File: src/rtl/spi_fe_pkg.sv
package spi_fe_pkg;
    typedef enum logic [1:0] {
        FE_IDLE   = 2'd0,
        FE_ACTIVE = 2'd1,
        FE_PAUSED = 2'd2
    } fe_state_t;
endpackage

File: src/rtl/spi_fe_sync.sv
module spi_fe_sync #(
    parameter int               WIDTH   = 4,
    parameter int               STAGES  = 2,
    parameter logic [WIDTH-1:0] RST_VAL = '0
) (
    input  logic             clk,
    input  logic             rst_n,
    input  logic [WIDTH-1:0] d,
    output logic [WIDTH-1:0] q
);
    for (genvar b = 0; b < WIDTH; b++) begin : g_bit
        logic [STAGES-1:0] chain;
        always_ff @(posedge clk or negedge rst_n) begin
            if (!rst_n) chain <= {STAGES{RST_VAL[b]}};
            else        chain <= {chain[STAGES-2:0], d[b]};
        end
        assign q[b] = chain[STAGES-1];
    end
endmodule

File: src/rtl/spi_fe_edge.sv
module spi_fe_edge #(
    parameter int               WIDTH   = 2,
    parameter logic [WIDTH-1:0] RST_VAL = '0
) (
    input  logic             clk,
    input  logic             rst_n,
    input  logic [WIDTH-1:0] d,
    output logic [WIDTH-1:0] rise,
    output logic [WIDTH-1:0] fall
);
    logic [WIDTH-1:0] prev;
    always_ff @(posedge clk or negedge rst_n) begin
        if (!rst_n) prev <= RST_VAL;
        else        prev <= d;
    end
    assign rise = d & ~prev;
    assign fall = ~d & prev;
endmodule

File: src/rtl/spi_fe_shift.sv
module spi_fe_shift #(
    parameter int W = 8
) (
    input  logic         clk,
    input  logic         rst_n,
    input  logic         start,
    input  logic         abort,
    input  logic         rise,
    input  logic         fall,
    input  logic         si,
    input  logic         tx_en,
    input  logic [W-1:0] tx_byte,
    output logic         so_bit,
    output logic [W-1:0] rx_byte,
    output logic         rx_valid,
    output logic         tx_req
);
    localparam int CW = $clog2(W);
    localparam logic [CW-1:0] LAST = CW'(W - 1);

    logic [CW-1:0] cnt;
    logic [W-1:0]  rx_sh;
    logic [W-1:0]  tx_sh;
    logic          pend;   // a rising edge awaits its falling edge
    logic          full;   // eighth rising edge seen, reload at next fall

    always_ff @(posedge clk or negedge rst_n) begin
        if (!rst_n) begin
            cnt      <= '0;
            rx_sh    <= '0;
            tx_sh    <= '0;
            rx_byte  <= '0;
            pend     <= 1'b0;
            full     <= 1'b0;
            rx_valid <= 1'b0;
            tx_req   <= 1'b0;
        end else begin
            rx_valid <= 1'b0;
            tx_req   <= 1'b0;
            if (start || abort) begin
                cnt   <= '0;
                rx_sh <= '0;
                pend  <= 1'b0;
                full  <= 1'b0;
                if (start) tx_sh <= tx_byte;
            end else if (rise) begin
                rx_sh <= {rx_sh[W-2:0], si};
                pend  <= 1'b1;
                if (cnt == LAST) begin
                    rx_byte  <= {rx_sh[W-2:0], si};
                    rx_valid <= 1'b1;
                    cnt      <= '0;
                    full     <= 1'b1;
                end else begin
                    cnt <= cnt + 1'b1;
                end
            end else if (fall && pend) begin
                pend <= 1'b0;
                if (full) begin
                    tx_sh  <= tx_byte;
                    full   <= 1'b0;
                    tx_req <= tx_en;
                end else begin
                    tx_sh <= {tx_sh[W-2:0], 1'b0};
                end
            end
        end
    end

    assign so_bit = tx_sh[W-1];
endmodule

File: src/rtl/spi_hold_frontend.sv
module spi_hold_frontend
    import spi_fe_pkg::*;
#(
    parameter int W      = 8,
    parameter int STAGES = 2
) (
    input  logic         clk,
    input  logic         rst_n,
    input  logic         cs_n_pin,
    input  logic         sck_pin,
    input  logic         si_pin,
    input  logic         hold_n_pin,
    input  logic         tx_en,
    input  logic [W-1:0] tx_byte,
    output logic         so_pin,
    output logic         so_oe,
    output logic [W-1:0] rx_byte,
    output logic         rx_valid,
    output logic         tx_req,
    output logic         session_start,
    output logic         session_end
);
    // packed pin order {hold, si, sck, cs}
    localparam int   NPIN = 4;
    localparam logic [NPIN-1:0] PIN_RST = 4'b1001;

    logic [NPIN-1:0] pins_s;
    logic            cs_s, sck_s, si_s, hold_s;
    logic [1:0]      e_rise, e_fall;
    logic            cs_rise_e, cs_fall_e, sck_rise_e, sck_fall_e;

    fe_state_t state_q, state_d;

    spi_fe_sync #(.WIDTH(NPIN), .STAGES(STAGES), .RST_VAL(PIN_RST)) i_sync (
        .clk(clk), .rst_n(rst_n),
        .d({hold_n_pin, si_pin, sck_pin, cs_n_pin}),
        .q(pins_s)
    );
    assign {hold_s, si_s, sck_s, cs_s} = pins_s;

    spi_fe_edge #(.WIDTH(2), .RST_VAL(2'b01)) i_edge (
        .clk(clk), .rst_n(rst_n),
        .d({sck_s, cs_s}),
        .rise(e_rise), .fall(e_fall)
    );
    assign {sck_rise_e, cs_rise_e} = e_rise;
    assign {sck_fall_e, cs_fall_e} = e_fall;

    // state register
    always_ff @(posedge clk or negedge rst_n) begin
        if (!rst_n) state_q <= FE_IDLE;
        else        state_q <= state_d;
    end

    // transitions: start, pause, resume, end
    always_comb begin
        state_d = state_q;
        unique case (state_q)
            FE_IDLE:   if (cs_fall_e)              state_d = FE_ACTIVE;
            FE_ACTIVE: if (cs_rise_e)              state_d = FE_IDLE;
                       else if (!hold_s && !sck_s) state_d = FE_PAUSED;
            FE_PAUSED: if (cs_rise_e)              state_d = FE_IDLE;
                       else if (hold_s && !sck_s)  state_d = FE_ACTIVE;
            default:                               state_d = FE_IDLE;
        endcase
    end

    logic in_active, start_g, rise_g, fall_g;
    assign in_active = (state_q == FE_ACTIVE);
    assign start_g   = (state_q == FE_IDLE) && cs_fall_e;
    // chip-select rise outranks an SCK edge in the same cycle
    assign rise_g    = in_active && sck_rise_e && !cs_rise_e;
    assign fall_g    = in_active && sck_fall_e && !cs_rise_e;

    spi_fe_shift #(.W(W)) i_shift (
        .clk(clk), .rst_n(rst_n),
        .start(start_g), .abort(cs_rise_e),
        .rise(rise_g), .fall(fall_g),
        .si(si_s), .tx_en(tx_en), .tx_byte(tx_byte),
        .so_bit(so_pin), .rx_byte(rx_byte),
        .rx_valid(rx_valid), .tx_req(tx_req)
    );

    // output process: session strobes
    always_ff @(posedge clk or negedge rst_n) begin
        if (!rst_n) begin
            session_start <= 1'b0;
            session_end   <= 1'b0;
        end else begin
            session_start <= start_g;
            session_end   <= cs_rise_e && (state_q != FE_IDLE);
        end
    end

    assign so_oe = in_active && tx_en;
endmodule

File: config.mk
export PLATFORM = sky130hd
export DESIGN_NAME = spi_hold_frontend
export DESIGN_NICKNAME = d
export VERILOG_FILES = /design/src/rtl/spi_fe_pkg.sv /design/src/rtl/spi_fe_sync.sv /design/src/rtl/spi_fe_edge.sv /design/src/rtl/spi_fe_shift.sv /design/src/rtl/spi_hold_frontend.sv
export SDC_FILE = /design/constraint.sdc
export NUM_CORES = 1
export LEC_CHECK = 0
export ABC_AREA = 1
export BUFFER_PORTS_ARGS = -buffer_cell sky130_fd_sc_hd__buf_4
export CORE_MARGIN = 1.5
export CORE_UTILIZATION = 25
export CTS_BUF_LIST = sky130_fd_sc_hd__clkbuf_16
export DETAILED_ROUTE_END_ITERATION = 10
export PLACE_DENSITY_LB_ADDON = 0.25
export SLEW_MARGIN = 0
export SYNTH_ARGS = -nofsm -noshare
export SYNTH_HDL_FRONTEND = slang
export SYNTH_SLANG_ARGS = --single-unit
File: constraint.sdc
create_clock -name clk -period 1.7 [get_ports clk]
set_input_delay 0.255 -clock clk [delete_from_list [all_inputs] [get_ports clk]]
set_output_delay 0.255 -clock clk [all_outputs]
set_load 0.05 [all_outputs]
==> impl_metrics.yaml <==
timing:
  slew_headroom_pct: 63.3
  whs_ns: -0.0306
  worst_slew_pin_slew_ns: 0.550
  setup-violations-final: 0
  fin_skew_ns: 0.00585
  setup-tns-final_ns: 0
  layout_min_cycle_time_ns: 1.45
  finalMaxSlewViolations: 0
  rsz_0062_raised_after_global_routing: "false"
  hold_violations: 39
  max_clock_freq_mhz: 690
  ratio_of_final_minimum_period_to_clock_period_pct: 85.2
routing:
  drt-initial-drc-count: 128
  route.detailed.wl_per_inst_um: 10.5
  detail_route.vias_per_cell: 4.22
  wirelength_mm: 3.64
  drt.antenna.violating_nets: 0
  drt_pre_antenna_iters: 4
  post-route-drc-count: 0
  overall_via_count_from_detail_route: 1466
place:
  place_area_mm2: 0.00223
  post-place-cells: 339
  number_of_buffers_added_on_ports: 28
  gp_congestion: 0.750
  place_hpwl_mm: 2.49
layout:
  finalNetCount: 264
  multiInputGateArea_um2: 669
  layoutNonFillerInstCount: 347
  final_layout_size_suffix_gt1_share_pct: 26.2
  finalInstanceArea_mm2: 0.00239
  area_growth_syn_to_layout_pct: 26.2
  final_core_utilization_pct: 32.8
  fill_cells: 791
  area.sequential_mm2: 0.00111
  diodes: 0
yosys:
  post-synth-top-area-fraction_pct: 51.4
  post_synth_main_area_contributors: "sky130_fd_sc_hd__dfrtp_1 (51%), sky130_fd_sc_hd__nand2_1 (16%), sky130_fd_sc_hd__dfstp_2 (6.9%)"
  synth-seq-cells: 44
  synthDominantAreaCellType: "sky130_fd_sc_hd__dfrtp_1"
  number_of_enable_flip_flop_cells_after_synthesis: 0
  ys_dominant_reg_cell: "sky130_fd_sc_hd__dfrtp_1"
  yosysWarningCount: 0
  avgSynthCellArea_um2: 8.91
  syn-cell-area_mm2: 0.00190
  synth_nets: 230
  synth.lib_cells_used.distinct: 23
  synth-seq-area-share_pct: 58.3
  synth.most_common_cell: "sky130_fd_sc_hd__nand2_1"
  synthCells: 213
  post_synth_most_frequent_cells: "sky130_fd_sc_hd__nand2_1 (80), sky130_fd_sc_hd__dfrtp_1 (39), sky130_fd_sc_hd__nand3_1 (20)"
  asyncSetResetFlopFracSynth_pct: 100
grt:
  antenna_found_initial: 0
  number_of_global_route_vias_before_repair: 1377
  grt_usage_pct: 9.79
  grt_start_max_net_pins: 45
  gr-total-overflow: 0
  grt_first_pass_wirelength_mm: 6.38
power_and_ir_drop:
  static-leakage-power_nw: 1.29
  cellPowerDensity_mw_per_mm2: 1280
  vdd_drop_max_mv: 0.435
  post-layout-total-power_w: 0.00307
clock_network:
  clkLatencyLatePin_ns: 0.28
  clk_transition_reported_paths_ns: 0.06
  clockRootBuffer: "sky130_fd_sc_hd__clkbuf_16"
  max-clock-path-buffers: 2
  tritoncts.num_buffers: 5
  post_cts_hold_buffer_count: 0
  cts_max_level: 2
  post_cts.repair.setup_buffers: 0
  clock-sinks: 44
  cts_tree: "built"
  post_cts_resized: 0
critical_path:
  arrival_time_at_the_worst_endpoint_ns: 1.67
  worst_r2r_start: "i_edge.prev[0]$_DFF_PN1_"
  crit_required_ns: 1.92
  cp-end-kind: "flop"
  crit_start: "i_edge.prev[0]$_DFF_PN1_"
  critPathLaunchType: "flop"
  worst-path-max-fanout: 10
  criticalPathCategory: "reg2reg"
outcome:
  violations: "negative hold slack"
  outcome: "finished, violations left"
floorplan:
  floorplan.rows: 31
  pin_count: 29
  initial_utilization_pct: 26.0
  design.core.area_mm2: 0.00729
  die-width_um: 90.1
  floorplan.die_area_mm2: 0.00812
  die_h_um: 90.1
hold_path:
  hold_path_class: "in2async"
job:
  drv_cap: 0
[where the power goes]
group / leakage (nW) / internal, W / switching, W / total (W)
Clock: 0.0850 / 0.000685 / 0.000375 / 0.00106
Combinational: 0.629 / 0.000252 / 0.000462 / 0.000714
Sequential: 0.571 / 0.00121 / 0.0000849 / 0.00129
[metrics by stage]
stage	hold slack (ns)	setup slack [ns]
2_1_floorplan	-0.0406	0.277
3_3_place_gp	0.294	0.248
3_5_place_dp	0.299	0.231
4_1_cts	0.000117	0.230
5_1_grt	0.0215	0.0370
6_report	-0.0306	0.251
[state kept, by name (all words and copies together), names as in the netlist]
register,count
i_shift.rx_byte,8
i_shift.tx_sh,8
i_sync.g_bit.chain,8
i_shift.rx_sh,7
i_shift.cnt,3
i_edge.prev,2
state_q,2
i_shift.full,1
i_shift.pend,1
i_shift.rx_valid,1
i_shift.tx_req,1
session_end,1
session_start,1
[cell type report]
| class | count | area share (%) |
|---|---|---|
| flip-flops and latches | 44 | 46.2 |
| multi-input cells | 141 | 28.0 |
| repair buffers | 33 | 10.3 |
| clock buffers | 5 | 5.22 |
| well taps | 99 | 5.17 |
| inverters | 22 | 3.45 |
| clock inverters | 3 | 1.62 |
[cell families after synthesis]
| kind of cell | Yosys count | synth area share [%] |
|---|---|---|
| simple gates | 118 | 26.2 |
| flops | 44 | 58.3 |
| buf+inv | 28 | 6.39 |
| compound gates | 21 | 7.78 |
| fa+ha+maj | 2 | 1.32 |
[critical path, stage by stage, from the launching register on]
cell	delay, ns
sky130_fd_sc_hd__dfstp_2	0.56
sky130_fd_sc_hd__inv_2	0.05
sky130_fd_sc_hd__nor2_2	0.13
sky130_fd_sc_hd__nand2_2	0.17
sky130_fd_sc_hd__nand2_2	0.21
sky130_fd_sc_hd__nand2_1	0.07
sky130_fd_sc_hd__nand2_1	0.07
sky130_fd_sc_hd__nand3_1	0.07
sky130_fd_sc_hd__nand2_1	0.06
[routing by layer]
| layer | vias up | routed length [um] | track usage (%) |
|---|---|---|---|
| met5 | - | 0 | 0 |
| met4 | 0 | 57 | 3.97 |
| met3 | 6 | 217 | 2.54 |
| met2 | 43 | 1650 | 14.5 |
| met1 | 681 | 1720 | 13.5 |
| li1 | 736 | - | - |
[worst paths after layout]
check / end / slack, ns / depth (start not counted)
setup / recovery: i_shift.tx_sh[4]$_DFFE_PN0P_ / 0.25 / 8
hold / removal: i_shift.rx_byte[0]$_DFFE_PN0P_ / -0.03 / 1
min in group clk: i_sync.g_bit[3].chain[0]$_DFF_PN1_ / 0.08 / 1
hold reg to reg: i_sync.g_bit[1].chain[1]$_DFF_PN0_ / 0.35 / 0
setup reg to reg: i_shift.tx_sh[4]$_DFFE_PN0P_ / 0.25 / 8
max in group asynchronous: i_edge.prev[0]$_DFF_PN1_ / 1.36 / 1
[layout by cell type, fill, tap and decap left out, drive strengths merged]
cell type and n:
nor2 13, clkbuf 5, nand3 20, bufinv 1
dfstp 5, buf 33, dfrtp 39, ha 2
clkinv 2, nand2 84, nor3 1, o22ai 7
a21oi 2, o21ai 12, inv 22
(Power assumes the default switching activity.)
